==> config.mk <==
export PLATFORM = sky130hd
export DESIGN_NAME = isd_recon_filter
export DESIGN_NICKNAME = d
export VERILOG_FILES = /design/src/rtl/isd_recon_pkg.sv /design/src/rtl/isd_seq.sv /design/src/rtl/isd_integ.sv /design/src/rtl/isd_merge.sv /design/src/rtl/isd_recon_filter.sv
export SDC_FILE = /design/constraint.sdc
export NUM_CORES = 2
export LEC_CHECK = 0
export BUFFER_PORTS_ARGS = -buffer_cell sky130_fd_sc_hd__clkbuf_2
export CORE_MARGIN = 8
export CORE_UTILIZATION = 58
export CTS_CLUSTER_SIZE = 28
export DETAILED_ROUTE_END_ITERATION = 12
export HOLD_SLACK_MARGIN = 0.15
export PLACE_DENSITY_LB_ADDON = 0.2
export SLEW_MARGIN = 20
export SYNTH_ARGS = -nofsm -noshare
export SYNTH_HDL_FRONTEND = slang
export SYNTH_SLANG_ARGS = --single-unit
==> constraint.sdc <==
create_clock -name clk -period 14.3 [get_ports clk]
set_input_delay 0.715 -clock clk [delete_from_list [all_inputs] [get_ports clk]]
set_output_delay 0.715 -clock clk [all_outputs]
set_load 0.02 [all_outputs]
==> src/rtl/isd_recon_pkg.sv <==
package isd_recon_pkg;
   typedef enum logic [1:0] {
      ST_IDLE = 2'd0,
      ST_RUN  = 2'd1,
      ST_RES  = 2'd2,
      ST_OUT  = 2'd3
   } isd_state_t;

   localparam int unsigned FILTER_ORDER = 3;
endpackage

==> src/rtl/isd_seq.sv <==
// Conversion sequencer: idle -> N bit cycles -> residue capture -> emit.
module isd_seq
   import isd_recon_pkg::*;
#(
   parameter int CNT_W = 7
) (
   input  logic             clk,
   input  logic             rst,
   input  logic             start,
   input  logic [CNT_W-1:0] conv_len,
   output isd_state_t       st_o,
   output logic [CNT_W-1:0] cnt_o,
   output logic             take_bit_o,
   output logic             take_res_o,
   output logic             emit_o,
   output logic             clear_o
);
   isd_state_t       st_q;
   logic [CNT_W-1:0] cnt_q;

   always_ff @(posedge clk) begin
      if (rst) begin
         st_q  <= ST_IDLE;
         cnt_q <= '0;
      end else begin
         case (st_q)
            ST_IDLE: if (start) begin
               st_q  <= ST_RUN;
               cnt_q <= '0;
            end
            ST_RUN: begin
               cnt_q <= cnt_q + 1'b1;
               if (cnt_q == conv_len - 1'b1) st_q <= ST_RES;
            end
            ST_RES:  st_q <= ST_OUT;
            ST_OUT:  st_q <= ST_IDLE;
            default: st_q <= ST_IDLE;
         endcase
      end
   end

   assign st_o       = st_q;
   assign cnt_o      = cnt_q;
   assign take_bit_o = (st_q == ST_RUN);
   assign take_res_o = (st_q == ST_RES);
   assign emit_o     = (st_q == ST_OUT);
   assign clear_o    = ((st_q == ST_IDLE) && start) || (st_q == ST_OUT);
endmodule

==> src/rtl/isd_integ.sv <==
// Cascade of delayed accumulators; stage 0 integrates the +/-1 bit.
module isd_integ
   import isd_recon_pkg::*;
#(
   parameter int ACC_W = 24,
   parameter int ORDER = FILTER_ORDER
) (
   input  logic                    clk,
   input  logic                    rst,
   input  logic                    clear,
   input  logic                    en,
   input  logic                    bit_i,
   output logic signed [ACC_W-1:0] acc_o [ORDER]
);
   for (genvar i = 0; i < ORDER; i++) begin : g_stage
      logic signed [ACC_W-1:0] din;
      logic signed [ACC_W-1:0] q;

      if (i == 0) begin : g_head
         assign din = bit_i ? {{(ACC_W-1){1'b0}}, 1'b1} : {ACC_W{1'b1}};
      end else begin : g_tail
         assign din = acc_o[i-1];
      end

      always_ff @(posedge clk) begin
         if (rst || clear) q <= '0;
         else if (en)      q <= q + din;
      end

      assign acc_o[i] = q;
   end
endmodule

==> src/rtl/isd_merge.sv <==
// Weighting, residue merge, scaling and single rounding.
module isd_merge #(
   parameter int ACC_W     = 24,
   parameter int COEF_W    = 12,
   parameter int RES_BITS  = 6,
   parameter int RES_SHIFT = 4,
   parameter int OUT_SHIFT = 8,
   parameter int OUT_W     = 24,
   localparam int RES_PW   = (RES_BITS == 0) ? 1 : RES_BITS
) (
   input  logic                     clk,
   input  logic                     rst,
   input  logic                     take_res,
   input  logic                     emit,
   input  logic signed [ACC_W-1:0]  acc_i [3],
   input  logic [RES_PW-1:0]        res_code,
   input  logic signed [COEF_W-1:0] coef_alpha,
   input  logic signed [COEF_W-1:0] coef_beta,
   input  logic signed [COEF_W-1:0] coef_gamma,
   input  logic signed [COEF_W-1:0] coef_k,
   input  logic signed [COEF_W-1:0] coef_g,
   output logic                     out_valid,
   output logic signed [OUT_W-1:0]  out_data
);
   localparam int PW = ACC_W + COEF_W;
   localparam int SW = PW + 2;
   localparam int FW = SW + COEF_W;
   localparam int CW = FW + 1;
   localparam int MW = CW + COEF_W;

   logic signed [PW-1:0] pa, pb, pc;
   logic signed [SW-1:0] wsum;
   logic signed [FW-1:0] filt;
   logic signed [CW-1:0] res_term, comb_d, sum_q;
   logic signed [MW-1:0] prod, rnd, shifted;

   always_comb begin
      pa   = PW'(acc_i[0]) * PW'(coef_alpha);
      pb   = PW'(acc_i[1]) * PW'(coef_beta);
      pc   = PW'(acc_i[2]) * PW'(coef_gamma);
      wsum = SW'(pa) + SW'(pb) + SW'(pc);
      filt = FW'(wsum) * FW'(coef_k);
      comb_d = CW'(filt) + res_term;
   end

   if (RES_BITS == 0) begin : g_res_off
      logic res_unused;
      assign res_unused = res_code[0];
      assign res_term   = '0;
   end else if (RES_BITS == 1) begin : g_res_one
      assign res_term = res_code[0] ? (CW'(2) <<< RES_SHIFT)
                                    : -(CW'(2) <<< RES_SHIFT);
   end else begin : g_res_multi
      assign res_term = CW'(signed'(res_code)) <<< RES_SHIFT;
   end

   always_comb begin
      prod    = MW'(sum_q) * MW'(coef_g);
      rnd     = prod + (MW'(1) <<< (OUT_SHIFT - 1));
      shifted = rnd >>> OUT_SHIFT;
   end

   always_ff @(posedge clk) begin
      if (rst) begin
         sum_q     <= '0;
         out_data  <= '0;
         out_valid <= 1'b0;
      end else begin
         out_valid <= emit;
         if (take_res) sum_q    <= comb_d;
         if (emit)     out_data <= OUT_W'(shifted);
      end
   end
endmodule

==> src/rtl/isd_recon_filter.sv <==
module isd_recon_filter
   import isd_recon_pkg::*;
#(
   parameter int CNT_W     = 7,
   parameter int ACC_W     = 24,
   parameter int COEF_W    = 12,
   parameter int RES_BITS  = 6,
   parameter int RES_SHIFT = 4,
   parameter int OUT_SHIFT = 8,
   parameter int OUT_W     = 24,
   localparam int RES_PW   = (RES_BITS == 0) ? 1 : RES_BITS
) (
   input  logic                     clk,
   input  logic                     rst,
   input  logic                     start,
   input  logic                     mod_bit,
   input  logic [RES_PW-1:0]        res_code,
   input  logic [CNT_W-1:0]         conv_len,
   input  logic signed [COEF_W-1:0] coef_alpha,
   input  logic signed [COEF_W-1:0] coef_beta,
   input  logic signed [COEF_W-1:0] coef_gamma,
   input  logic signed [COEF_W-1:0] coef_k,
   input  logic signed [COEF_W-1:0] coef_g,
   output logic                     out_valid,
   output logic signed [OUT_W-1:0]  out_data
);
   initial begin
      assert (RES_BITS >= 0 && RES_BITS <= 10) else $error("RES_BITS out of range");
      assert (CNT_W >= 2) else $error("CNT_W too small");
      assert (ACC_W >= 3 * CNT_W) else $error("ACC_W cannot hold third-order sum");
      assert (OUT_SHIFT >= 1) else $error("OUT_SHIFT must be at least 1");
   end

   isd_state_t              st_w;
   logic [CNT_W-1:0]        cnt_w;
   logic                    take_bit_w, take_res_w, emit_w, clear_w, busy_w;
   logic signed [ACC_W-1:0] acc_w [FILTER_ORDER];

   assign busy_w = (st_w != ST_IDLE);

   isd_seq #(.CNT_W(CNT_W)) u_seq (
      .clk(clk), .rst(rst), .start(start), .conv_len(conv_len),
      .st_o(st_w), .cnt_o(cnt_w), .take_bit_o(take_bit_w),
      .take_res_o(take_res_w), .emit_o(emit_w), .clear_o(clear_w)
   );

   isd_integ #(.ACC_W(ACC_W), .ORDER(FILTER_ORDER)) u_integ (
      .clk(clk), .rst(rst), .clear(clear_w), .en(take_bit_w),
      .bit_i(mod_bit), .acc_o(acc_w)
   );

   isd_merge #(
      .ACC_W(ACC_W), .COEF_W(COEF_W), .RES_BITS(RES_BITS),
      .RES_SHIFT(RES_SHIFT), .OUT_SHIFT(OUT_SHIFT), .OUT_W(OUT_W)
   ) u_merge (
      .clk(clk), .rst(rst), .take_res(take_res_w), .emit(emit_w),
      .acc_i(acc_w), .res_code(res_code),
      .coef_alpha(coef_alpha), .coef_beta(coef_beta), .coef_gamma(coef_gamma),
      .coef_k(coef_k), .coef_g(coef_g),
      .out_valid(out_valid), .out_data(out_data)
   );
endmodule

==> run_results.csv <==
group,metric,value,unit
outcome,status,"completed",
worst_setup_path,cp.arrival,13890,ps
final_layout,fin_util,60.94,%
timing,setup_tns,0,ps
drt,routed_wl,140.5,mm
final_layout,layout-drive-gt1-share,3.782,%
worst_setup_path,cp_common_cell,"fa_1",
worst_setup_path,end_kind,"register",
placed_design,hpwlAfterDp,117.0,mm
drt,vias_per_cell,5.444,
yosys,syn-num-nets,7718,
timing,hold_viol_final,0,
clock_network,path_clk_slew,70,ps
yosys,syn-cell-area,53830,µm²
final_layout,area.growth.synth_to_final,3.933,%
run,cap_violations,0,
yosys,yosys.area.top_type,"fa_1",
yosys,syn_avg_cell_area,9.009,µm²
final_layout,nets,7627,
timing,slew_headroom,35.04,%
worst_setup_path,max_stage_delay,850,ps
floorplan,rows,111,
drt,wl_met1,52.69,mm
placed_design,globalplace.congestion,0.9409,
grt,grt_overflow_total,0,
yosys,synthTopCellsByArea,"fa_1, inv_1, ha_1, and2_1, nand2_1",
yosys,synth-seq-cells,138,
timing,tightest_slew,974.4,ps
floorplan,io_pins,102,
worst_setup_path,required,14670,ps
placed_design,postPlaceCellArea,55370,µm²
floorplan,die-area,102800,µm²
timing,fin_skew,16.03,ps
final_layout,finalNonFillerCells,7140,
placed_design,portBuffers,101,
timing,fmaxAchievable,73.94,MHz
clock_network,ctsLongestPathBuffers,2,
drt,drc,0,
placed_design,place_inst,7108,
timing,finalCritPeriodShare,94.58,%
yosys,async_flop_share,0,%
final_layout,antenna_cells,0,
yosys,synth_warnings,0,
floorplan,die_x,320.6,µm
timing,min_period,13520,ps
floorplan,start_util,58.63,%
grt,grt_pass1_wl,229.1,mm
drt,drt-initial-drc-count,2419,
grt,grt_max_degree,71,
drt,wl_per_cell,19.67,µm
clock_network,cts_root_buffer,"clkbuf_16",
clock_network,cts_tree,"yes",
grt,grt_pass1_vias,42539,
clock_network,cts.htree.levels,4,
yosys,synth_top_area_share,48.94,%
timing,rsz0062_at_grt,"false",
yosys,yosysSeqAreaShare,5.132,%
drt,vias,38868,
drt,drtPass1Iterations,6,
worst_setup_path,worstSetupStartpointType,"register",
floorplan,die_y,320.6,µm
floorplan,core-area,91800,µm²
drt,antenna_left,0,
yosys,synth-main-ff-cell,"dfxtp_1",
hold_path,holdCritPathClass,"register to register",
clock_network,clock_latency,510,ps
drt,highest_layer,"met4",
clock_network,cts.sinks,138,
yosys,syn_inst,5975,
worst_setup_path,crit_fanout,15,
yosys,synth.distinct_cells,67,
worst_setup_path,worstSetupPathType,"register to register",
grt,track_usage,28.44,%
drt,wl_met3,6.997,mm
clock_network,numCtsBuffers,17,
worst_setup_path,slowest_stage,"dfxtp_1",
timing,drv_slew,0,
timing,finalSetupViolCount,0,
yosys,synth_edf_count,0,
final_layout,finalInstanceArea,55940,µm²
drt,met2_length,71.87,mm
grt,antenna_found_initial,1,
## stage by stage
| stage | worst slack [ps] | hold WS (ps) |
|---|---|---|
| 6_report | 775.3 | 479.8 |
| 5_1_grt | 43.76 | 503.3 |
| 4_1_cts | 713.1 | 482.7 |
| 3_5_place_dp | 465.2 | 466.4 |
| 3_3_place_gp | 748.3 | 437.7 |
| 2_1_floorplan | 1425 | 452.8 |
## cell usage in the layout (no fill, tap or decap), drive strengths merged, types with 8 or more instances in the layout
cell    instances
a211oi         12
a21o           28
a21oi         111
a31oi          17
and2          661
and3           16
buf            72
clkbuf        121
dfxtp         138
fa           1316
ha            350
inv          1329
mux2i          70
nand2         779
nand2b         73
nand3          23
nor2          265
nor2b          17
nor3           32
nor3b           8
o211ai         10
o21a           25
o21ai          75
o21bai         20
xnor2         167
xor2           50
## state kept, by name, summed over array words and instances (netlist names)
name               count
u_seq.st_o             2
u_integ.g_stage.q     72
u_merge.out_valid      1
u_seq.cnt_o            7
u_merge.out_data      24
u_merge.sum_q         32
## timing repair
item	in CTS	in global routing
buffers inserted	0	0
hold buffers	0	0
gates resized for setup	0	1
hold endpoints to repair	0	0
endpoints found under the setup margin	0	1
## cell usage after synthesis (all sizes together) (6+ instances only)
| cell | n |
|---|---|
| or3 | 7 |
| nor2 | 265 |
| o21a | 25 |
| nor3 | 32 |
| a21oi | 111 |
| mux2i | 70 |
| or2 | 7 |
| o21ai | 75 |
| o31ai | 6 |
| ha | 350 |
| dfxtp | 138 |
| a31oi | 17 |
| and3 | 16 |
| a21o | 28 |
| fa | 1316 |
| nand3 | 23 |
| nor3b | 8 |
| a2111oi | 7 |
| a211o | 6 |
| a211oi | 12 |
| nand2 | 779 |
| and2 | 661 |
| buf | 10 |
| nand4 | 6 |
| o211ai | 10 |
| xnor2 | 167 |
| nand2b | 73 |
| clkbuf | 273 |
| inv | 1327 |
| o21bai | 20 |
| nor2b | 17 |
| xor2 | 50 |
## critical path: cells and delay by family, from the launching register on
family	cells	cell delay, ps
flops	1	850
mux	1	180
buf+inv	9	570
simple gates	7	1510
compound gates	8	2170
xor+xnor	3	570
fa+ha+maj	16	7530
## path summary, 6_finish.rpt
path                      startpoint                   end  slack, ps  cells past startpoint
max          u_integ.g_stage[0].q[8]     u_merge.sum_q[31]        780                     44
min             u_merge.out_data[13]  u_merge.out_data[13]        480                      2
max reg2reg  u_integ.g_stage[0].q[8]     u_merge.sum_q[31]        780                     44
min reg2reg     u_merge.out_data[13]  u_merge.out_data[13]        480                      2
## cell type report
class,instances,area [µm²]
clock buffer,20,456.7
clock inverter,12,115.1
fill,8069,35860
inverter,1328,4985
multi-input combinational,4226,45020
sequential,138,2764
tap,1243,1555
timing repair buffer,173,1046
## logic make-up after synthesis
family                   count (synthesis)  synth area share, %
AND/OR/NAND/NOR                       1908                17.27
AO/OA/AOI/OAI                          361                4.272
multiplexers                            70                1.302
adder cells (fa/ha/maj)               1666                57.08
flip-flops                             138                5.132
buffers and inverters                 1611                11.24
XOR/XNOR                               221                3.698
## per-layer routing
metal,global-route usage [%],vias to the layer above
li1,-,17253
met1,33.75,20028
met2,50.22,1217
met3,3.407,370
met4,15.66,0
met5,0,-
Power is left out: the tool's default activity adds up to more than one toggle a clock period on the data nets, which glitch-free logic cannot reach.
